[src/rtl/aud_clk_pkg.sv]
package aud_clk_pkg;

    localparam int RATIO_W  = 8;
    localparam int CODE_W   = 4;
    localparam int LEG_B_W  = 3;

    typedef struct packed {
        logic               valid;
        logic [RATIO_W-1:0] ratio;
    } div_sel_t;

    localparam div_sel_t SEL_NONE = '{valid: 1'b0, ratio: '0};

    function automatic div_sel_t mk_sel(input int unsigned r);
        div_sel_t s;
        s.valid = 1'b1;
        s.ratio = RATIO_W'(r);
        return s;
    endfunction

    // standard map: shared by both dividers, code 0 illegal
    function automatic div_sel_t std_map(input logic [CODE_W-1:0] c);
        case (c)
            4'd1:    return mk_sel(1);
            4'd2:    return mk_sel(2);
            4'd3:    return mk_sel(4);
            4'd4:    return mk_sel(6);
            4'd5:    return mk_sel(8);
            4'd6:    return mk_sel(12);
            4'd7:    return mk_sel(16);
            4'd8:    return mk_sel(24);
            4'd9:    return mk_sel(32);
            4'd10:   return mk_sel(48);
            4'd11:   return mk_sel(64);
            4'd12:   return mk_sel(96);
            4'd13:   return mk_sel(128);
            4'd14:   return mk_sel(176);
            4'd15:   return mk_sel(192);
            default: return SEL_NONE;
        endcase
    endfunction

    // legacy master clock map: codes 0..7
    function automatic div_sel_t leg_m_map(input logic [CODE_W-1:0] c);
        case (c)
            4'd0:    return mk_sel(1);
            4'd1:    return mk_sel(2);
            4'd2:    return mk_sel(4);
            4'd3:    return mk_sel(6);
            4'd4:    return mk_sel(8);
            4'd5:    return mk_sel(12);
            4'd6:    return mk_sel(16);
            4'd7:    return mk_sel(24);
            default: return SEL_NONE;
        endcase
    endfunction

    // legacy bit clock map: 3-bit codes 0..5
    function automatic div_sel_t leg_b_map(input logic [LEG_B_W-1:0] c);
        case (c)
            3'd0:    return mk_sel(2);
            3'd1:    return mk_sel(4);
            3'd2:    return mk_sel(6);
            3'd3:    return mk_sel(8);
            3'd4:    return mk_sel(12);
            3'd5:    return mk_sel(16);
            default: return SEL_NONE;
        endcase
    endfunction

endpackage

[src/rtl/aud_code_map.sv]
module aud_code_map
    import aud_clk_pkg::*;
(
    input  logic              legacy,
    input  logic [CODE_W-1:0] m_code,
    input  logic [CODE_W-1:0] b_code,
    output div_sel_t          m_sel,
    output div_sel_t          b_sel
);

    always_comb begin
        if (legacy) begin
            m_sel = leg_m_map(m_code);
            b_sel = leg_b_map(b_code[LEG_B_W-1:0]);
        end else begin
            m_sel = std_map(m_code);
            b_sel = std_map(b_code);
        end
    end

endmodule

[src/rtl/aud_div_core.sv]
module aud_div_core
    import aud_clk_pkg::*;
#(
    parameter int CNT_W = RATIO_W
) (
    input  logic     clk,
    input  logic     rst,
    input  logic     adv,
    input  div_sel_t req,
    output logic     tick_o,
    output logic     stb_o,
    output logic     lvl_o,
    output logic     out_o
);

    localparam logic [CNT_W-1:0] CNT_ONE = CNT_W'(1);

    div_sel_t          act_q;
    logic [CNT_W-1:0]  cnt_q;
    logic              lvl_q;
    logic              stb_q;

    logic [CNT_W-1:0]  ratio_c;
    logic [CNT_W-1:0]  half_c;
    logic [CNT_W-1:0]  cnt_nx;
    logic              at_bnd;
    logic              bypass;

    always_comb begin
        ratio_c = CNT_W'(act_q.ratio);
        half_c  = ratio_c >> 1;
        cnt_nx  = cnt_q + CNT_ONE;
        at_bnd  = !act_q.valid || (ratio_c <= CNT_ONE) ||
                  (cnt_q == ratio_c - CNT_ONE);
        bypass  = act_q.valid && (ratio_c == CNT_ONE);
    end

    // new ratio adopted only at a period boundary (the next rising edge)
    always_ff @(posedge clk) begin
        if (rst) begin
            act_q <= SEL_NONE;
            cnt_q <= '0;
            lvl_q <= 1'b0;
            stb_q <= 1'b0;
        end else begin
            stb_q <= 1'b0;
            if (adv) begin
                if (at_bnd) begin
                    act_q <= req;
                    cnt_q <= '0;
                    lvl_q <= req.valid;
                    stb_q <= req.valid;
                end else begin
                    cnt_q <= cnt_nx;
                    lvl_q <= (cnt_nx < half_c);
                end
            end
        end
    end

    assign tick_o = adv && at_bnd && req.valid;
    assign stb_o  = stb_q;
    assign lvl_o  = lvl_q;
    assign out_o  = bypass ? clk : lvl_q;

    // ---------------- assertions ----------------
    logic live_q;
    logic bnd_prev_q;
    always_ff @(posedge clk) begin
        if (rst) begin
            live_q     <= 1'b0;
            bnd_prev_q <= 1'b0;
        end else begin
            live_q     <= 1'b1;
            bnd_prev_q <= adv && at_bnd;
        end
    end

    assert_ratio_hold_R8: assert property (@(posedge clk) disable iff (rst)
        (live_q && !bnd_prev_q) |-> $stable(act_q))
        else $error("ratio changed away from a period boundary");

    assert_rise_at_start_R6: assert property (@(posedge clk) disable iff (rst)
        $rose(lvl_q) |-> (cnt_q == '0))
        else $error("divided output rose mid-period");

    assert_cnt_range_R6: assert property (@(posedge clk) disable iff (rst)
        (act_q.valid && ratio_c > CNT_ONE) |-> (cnt_q < ratio_c))
        else $error("period counter out of range");

    assert_bad_low_R3: assert property (@(posedge clk) disable iff (rst)
        (live_q && !act_q.valid) |-> !lvl_q)
        else $error("output high with an unmapped ratio");

endmodule

[src/rtl/aud_clk_div.sv]
module aud_clk_div
    import aud_clk_pkg::*;
(
    input  logic              clk,
    input  logic              rst,
    input  logic [CODE_W-1:0] mclk_code,
    input  logic [CODE_W-1:0] bclk_code,
    input  logic              mclk_oe,
    input  logic              legacy_map,
    output logic              mclk_out,
    output logic              bclk_out,
    output logic              bclk_stb,
    output logic              code_bad
);

    div_sel_t m_sel;
    div_sel_t b_sel;
    logic     m_tick, m_stb, m_lvl, m_out;
    logic     b_tick, b_lvl;
    logic     b_adv;
    logic     bad_q;

    aud_code_map u_map (
        .legacy (legacy_map),
        .m_code (mclk_code),
        .b_code (bclk_code),
        .m_sel  (m_sel),
        .b_sel  (b_sel)
    );

    aud_div_core #(.CNT_W(RATIO_W)) u_mdiv (
        .clk    (clk),
        .rst    (rst),
        .adv    (1'b1),
        .req    (m_sel),
        .tick_o (m_tick),
        .stb_o  (m_stb),
        .lvl_o  (m_lvl),
        .out_o  (m_out)
    );

    // legacy: bit clock counts master clock periods; standard: module clocks
    assign b_adv = legacy_map ? m_tick : 1'b1;

    aud_div_core #(.CNT_W(RATIO_W)) u_bdiv (
        .clk    (clk),
        .rst    (rst),
        .adv    (b_adv),
        .req    (b_sel),
        .tick_o (b_tick),
        .stb_o  (bclk_stb),
        .lvl_o  (b_lvl),
        .out_o  (bclk_out)
    );

    always_ff @(posedge clk) begin
        if (rst) bad_q <= 1'b0;
        else     bad_q <= !m_sel.valid || !b_sel.valid;
    end

    assign code_bad = bad_q;
    assign mclk_out = mclk_oe & m_out;

    // ---------------- assertions ----------------
    logic live_q;
    always_ff @(posedge clk) begin
        if (rst) live_q <= 1'b0;
        else     live_q <= 1'b1;
    end

    assert_legacy_parent_R5: assert property (@(posedge clk) disable iff (rst)
        (live_q && $past(legacy_map) && bclk_stb) |-> m_stb)
        else $error("legacy bit clock started off a master clock boundary");

    assert_oe_gate_R9: assert property (@(posedge clk) disable iff (rst)
        (!mclk_oe && !m_lvl) |-> !mclk_out)
        else $error("master clock visible while disabled");

endmodule

[config.mk]
export PLATFORM = sky130hd
export DESIGN_NAME = aud_clk_div
export DESIGN_NICKNAME = d
export VERILOG_FILES = /design/src/rtl/aud_clk_pkg.sv /design/src/rtl/aud_code_map.sv /design/src/rtl/aud_div_core.sv /design/src/rtl/aud_clk_div.sv
export SDC_FILE = /design/constraint.sdc
export NUM_CORES = 1
export LEC_CHECK = 0
export BUFFER_PORTS_ARGS = -buffer_cell sky130_fd_sc_hd__clkbuf_2
export CAP_MARGIN = 10
export CORE_MARGIN = 2
export CORE_UTILIZATION = 45
export CTS_CLUSTER_DIAMETER = 120
export DETAILED_ROUTE_END_ITERATION = 7
export SYNTH_ARGS = -nofsm -noshare
export SYNTH_HDL_FRONTEND = slang
export SYNTH_SLANG_ARGS = --single-unit
[constraint.sdc]
create_clock -name clk -period 2.1 [get_ports clk]
set_input_delay 0.21 -clock clk [delete_from_list [all_inputs] [get_ports clk]]
set_output_delay 0.21 -clock clk [all_outputs]
set_load 0.01 [all_outputs]
* After elaboration in Yosys (flattened, before gate mapping)
Memory sizes are Yosys's and may differ from the RTL's. Cells that the tools add are included.
Word-level totals: bits in registers 38, latch bits 0, bits in writable memories 0, memory bits (read-only) 328, word-level logic and storage cells 59, memories 3
Operators by class: add/sub/neg operators 4, multiply operators 0, div/mod/pow operators 0, magnitude comparators 4, equal/unequal tests 9, shifts and indexed selects 0, muxes and demuxes 10, bitwise gates (word level) 3, reductions and logical operators 16
Memory list:
- (name not given) | words 16, width 9, rd ports 1, clocked after memory_dff 0, wr ports 0, line aud_clk_pkg.sv:23 | case (c)
- (name not given) | words 16, width 9, rd ports 1, clocked after memory_dff 0, wr ports 0, line aud_clk_pkg.sv:23
- (name not given) | words 8, width 5, rd ports 1, clocked after memory_dff 0, wr ports 0, line aud_clk_pkg.sv:45 | case (c)
Operator list (count):
- $pmux W9 S6 | 1
- $mux W9 | 3
- $add A8 B1 Y8 const B | 2
- $eq A8 B1 Y1 const B | 2
- $eq A8 B8 Y1 | 2
- $le A8 B1 Y1 const B | 2
- $lt A8 B7 Y1 | 2
- $sub A8 B1 Y8 const B | 2
- $mux W8 | 1
- $eq A3 B2 Y1 const B | 2
- $eq A3 B3 Y1 const B | 2
- $logic_or A1 B1 Y1 | 5
- $mux W1 | 5
- $logic_not A1 Y1 | 4
- $eq A3 B1 Y1 const B | 1
- $logic_and A1 B1 Y1 | 3
- $logic_not A3 Y1 | 1
- $reduce_or A3 Y1 | 1
- $not A1 Y1 | 2
- $reduce_and A2 Y1 | 1
- $reduce_or A2 Y1 | 1
- $and A1 B1 Y1 | 1

* Logic depth before layout (Yosys ltp)
depth after elaboration 7, mapped depth 9, mapped depth without buffers 8

* By module
From an unflattened synthesis, not the netlist that was laid out.
Second synthesis, totals: cell total of the unflattened synthesis 398, area total of the unflattened synthesis 3231.8 um^2
By module, submodules not included:
- aud_div_core | instances 2, cells an instance 158, area an instance 1331.3 um^2, sequential area each 380.4 um^2
- aud_code_map | instances 1, cells an instance 77, area an instance 524.3 um^2, sequential area each 0.0 um^2
- aud_clk_div | instances 1, cells an instance 5, area an instance 45.0 um^2, sequential area each 20.0 um^2

==> summary by stage <==
Run status
The run finished, with violations left. The final reports fail on setup timing.

Routing
In the routed design, unresolved DRC markers number 0. The first-pass iteration count of the detailed router is 4. Once detail routing completed, the nets flagged for antenna violations numbered 0. For this block, the initial DRC count from the detailed router was 185.

The routed layout has roughly 3,200 vias. The routed wirelength normalized by instance count is ~18 um. For this block, the routed nets add up to between 9000 and 10,000 um of wire. The average via count per standard cell is between 6 and 7.

Finish
Leaving out fill and tap cells, the most frequent cell in the layout is buf_4. After filler insertion, the fill cell instance count of the layout stands at 500. In the layout the commonest cells are buf_4 (57), dfxtp_1 (29), inv_1 (27), ha_1 (24), a21oi_1 (19). The finished cells cover between 4000 and 5000 sq um.

The number of nets in the layout is 483. The share of post-route cells with drive strength above 1 is 0.406. The area growth from synthesis to layout is 43.7%. The number of antenna diodes in the final layout is 0.

Floorplanning
The site row count is 29. The floorplan step defined a die boundary enclosing 7420 sq um. The core region is 6420 sq um.

For this configuration, the core starts out at a cell density of 0.472. For this design the top-level I/O count stands at 16. The vertical die dimension is 86.1 um. The die is 86.1 um wide.

Synth
The cell type with the highest aggregate area in the netlist is dfxtp_1. The Yosys warning count is 0. The count of cell types in the netlist is a little over 60. The count of state elements after synthesis is 38.

The post-synthesis async set-or-reset flop share is 0. The average instance in the mapped netlist occupies between 8 and 9 sq um. The post-synthesis cell area is 3030 sq um. The synthesized design contains 0 enable-type register cells. In the synthesized netlist, the number of instances is ~370.

After synthesis, the cell types taking the most area are dfxtp_1 (25%), ha_1 (11%), xor2_1 (4.9%). In the synthesized netlist the dominant register cell turns out to be dfxtp_1. Synthesis produced a netlist with a net count of around 400. The share of synthesized area in the top cell type comes to 0.251. The share of the Yosys chip area taken by registers is 0.251.

Setup path
The arrival time of data at the critical path endpoint is between 2 and 2.5 ns. The critical path class is flip-flop to output pin. The critical-path cell with the highest stage delay is or4_4. The number of buffer and inverter stages on the critical path is 1.

The nature of the critical path endpoint is an output pin. The maximum fanout encountered on the critical timing path is 2. The startpoint identified for the worst register-to-register timing path is u_mdiv.ratio_c[0]$_SDFFE_PP0P_. The total stage count of the critical path is 5. In this design, the largest share of critical-path delay is due to simple AND/OR/NAND/NOR gates. Traced cell by cell, the critical path runs through or3_4 > or4_4 > nor2_4 > mux2_4 > clkbuf_2. For the worst flop-to-flop path, the logic depth is 11. For this run, the slowest stage of the critical path takes between 0.4 and 0.5 ns. The critical path required time is approximately 1.9 ns. The start point of the critical path is u_bdiv.ratio_c[4]$_SDFFE_PP0P_.

The startpoint kind of the worst setup timing path is a flip-flop.

Place
Routability-driven placement finished with a final weighted congestion of ~0.89. In this run the cell area measured after placement is ~3600 sq um. The HPWL after detailed placement is approximately 6300 um.

In this run the tool buffered the top-level ports with 15 buffer cells.

Timing
The final-report hold violation count came to 0. The tightest slew margin relative to the limit is 0.662. Across the routed clock network, the largest skew measured is 0.00279 ns. The maximum clock frequency is 0.439 GHz.

The period utilization is 1.08. The final setup violation count is 29. The minimum setup slack in the final design is -0.176 ns. The time the worst path needs with I/O delays and setup is 2.28 ns. The transition time at the pin with the least slew margin is slightly above 0.5 ns. The final worst hold slack is about 0.08 ns. The count of pins over their slew limit is 0. Setup repair after global routing could not meet its margin everywhere.

CTS
The post-CTS clock slew at the launch and capture registers of the worst setup and hold paths is around 0.080 ns. The clock latency of the later-clocked register in the worst-skew pair is about 0.40 ns. The TritonCTS clock tree is built. The cts-stage hold buffer count is 0.

GRT
The global route total overflow is 0. Across every metal layer, demand over resource in global routing totals 0.264. The initial antenna violation count was 0. The wire length of the first global-routing pass is between 15,000 and 20,000 um. The largest net degree at the start of global routing is 34. The via count of the first global-routing pass is roughly 3,100.

Flow run
The tool flagged a number of max-cap violations equal to 0.

Worst hold path
The worst min-delay path class is input pin to flip-flop. The startpoint of the tightest hold check path is rst. The count of cells along the worst hold path is 2.

Power
The power after layout is between 2 and 3 mW. For this design the static power due to leakage is around 1.8 nW. The highest ir drop seen on vdd is 0.353 mV. Dividing total power by cell area gives a power density of ~630 nW/um^2.
-- cells by family (layout without fill, tap and decap cells) --
kind of cell / Yosys count / in the layout / synth area share
simple gates: 114 / 114 / 0.208
flops: 38 / 38 / 0.251
buf+inv: 47 / 127 / 0.0590
fa+ha+maj: 27 / 27 / 0.111
xor+xnor: 32 / 32 / 0.0924
compound gates: 100 / 101 / 0.251
mux: 7 / 7 / 0.0280
-- sequential cells by signal, summed over array words and instances (netlist names), 8 cells and up --
signal and cells:
u_bdiv.cnt_q 8, u_bdiv.ratio_c 8, u_mdiv.cnt_q 8, u_mdiv.ratio_c 8
-- per-layer routing --
layer  vias up  GRT usage  wire length, um
met5         -          0                0
li1       1527          -                -
met2        99      0.395             4280
met4         0      0.126              185
met1      1506      0.356             4420
met3        22     0.0606              459
-- cell type report --
| type | count | area (sq um) | share of cell area |
|---|---|---|---|
| clock inverter | 2 | 12.5 | 0.00287 |
| clock buffer | 13 | 151 | 0.0347 |
| tap | 77 | 96.3 | 0.0221 |
| sequential | 38 | 779 | 0.179 |
| inverter | 29 | 111 | 0.0255 |
| timing repair buffer | 83 | 633 | 0.145 |
| multi-input combinational | 281 | 2580 | 0.591 |
-- path summary, 6_finish.rpt --
path              slack [ns]                             end
hold reg to reg         0.51  u_mdiv.ratio_c[1]$_SDFFE_PP0P_
setup reg to reg       -0.17  u_bdiv.ratio_c[2]$_SDFFE_PP0P_
setup / recovery       -0.18                        bclk_out
hold / removal          0.08    u_bdiv.cnt_q[0]$_SDFFE_PP0N_
-- Yosys cell counts, drive strengths merged (3+ instances only) --
master / count
a311oi: 4
and3: 9
nand2b: 4
o21ai: 15
buf: 3
nand2: 17
nand4: 8
nor3b: 9
mux2i: 4
nor4: 3
or4: 4
a21oi: 24
a31oi: 6
nor2: 21
dfxtp: 38
nor2b: 4
nor3: 6
o32ai: 6
o221ai: 3
nand3: 19
or3: 3
ha: 27
a211oi: 4
o2111ai: 3
xor2: 17
xnor2: 15
o211ai: 3
o311ai: 3
clkbuf: 15
inv: 29
-- report_power, final --
| group | total [mW] | internal, mW | switching (mW) |
|---|---|---|---|
| Combinational | 1.14 | 0.530 | 0.606 |
| Clock | 0.787 | 0.447 | 0.340 |
| Sequential | 0.826 | 0.770 | 0.0560 |
| Total | 2.75 | 1.75 | 1.00 |
-- metrics by stage --
stage	cells	utilization	setup WS, ns	setup TNS [ns]
after floorplan	365	-	0.00212	0
after global placement	494	0.562	-0.129	-1.45
after detailed placement	494	0.562	-0.156	-1.98
after CTS	517	0.635	-0.251	-1.65
after global routing	523	0.679	-0.252	-5.65
final	523	0.679	-0.176	-2.23
-- timing repair --
action                                  in CTS  in global routing
gates cloned                                 1                  1
resized for setup                           44                 54
buffers inserted                            10                  5
pin swaps                                   36                 40
endpoints found under the setup margin      36                 39
No activity file was read; power rests on OpenSTA's default activity.
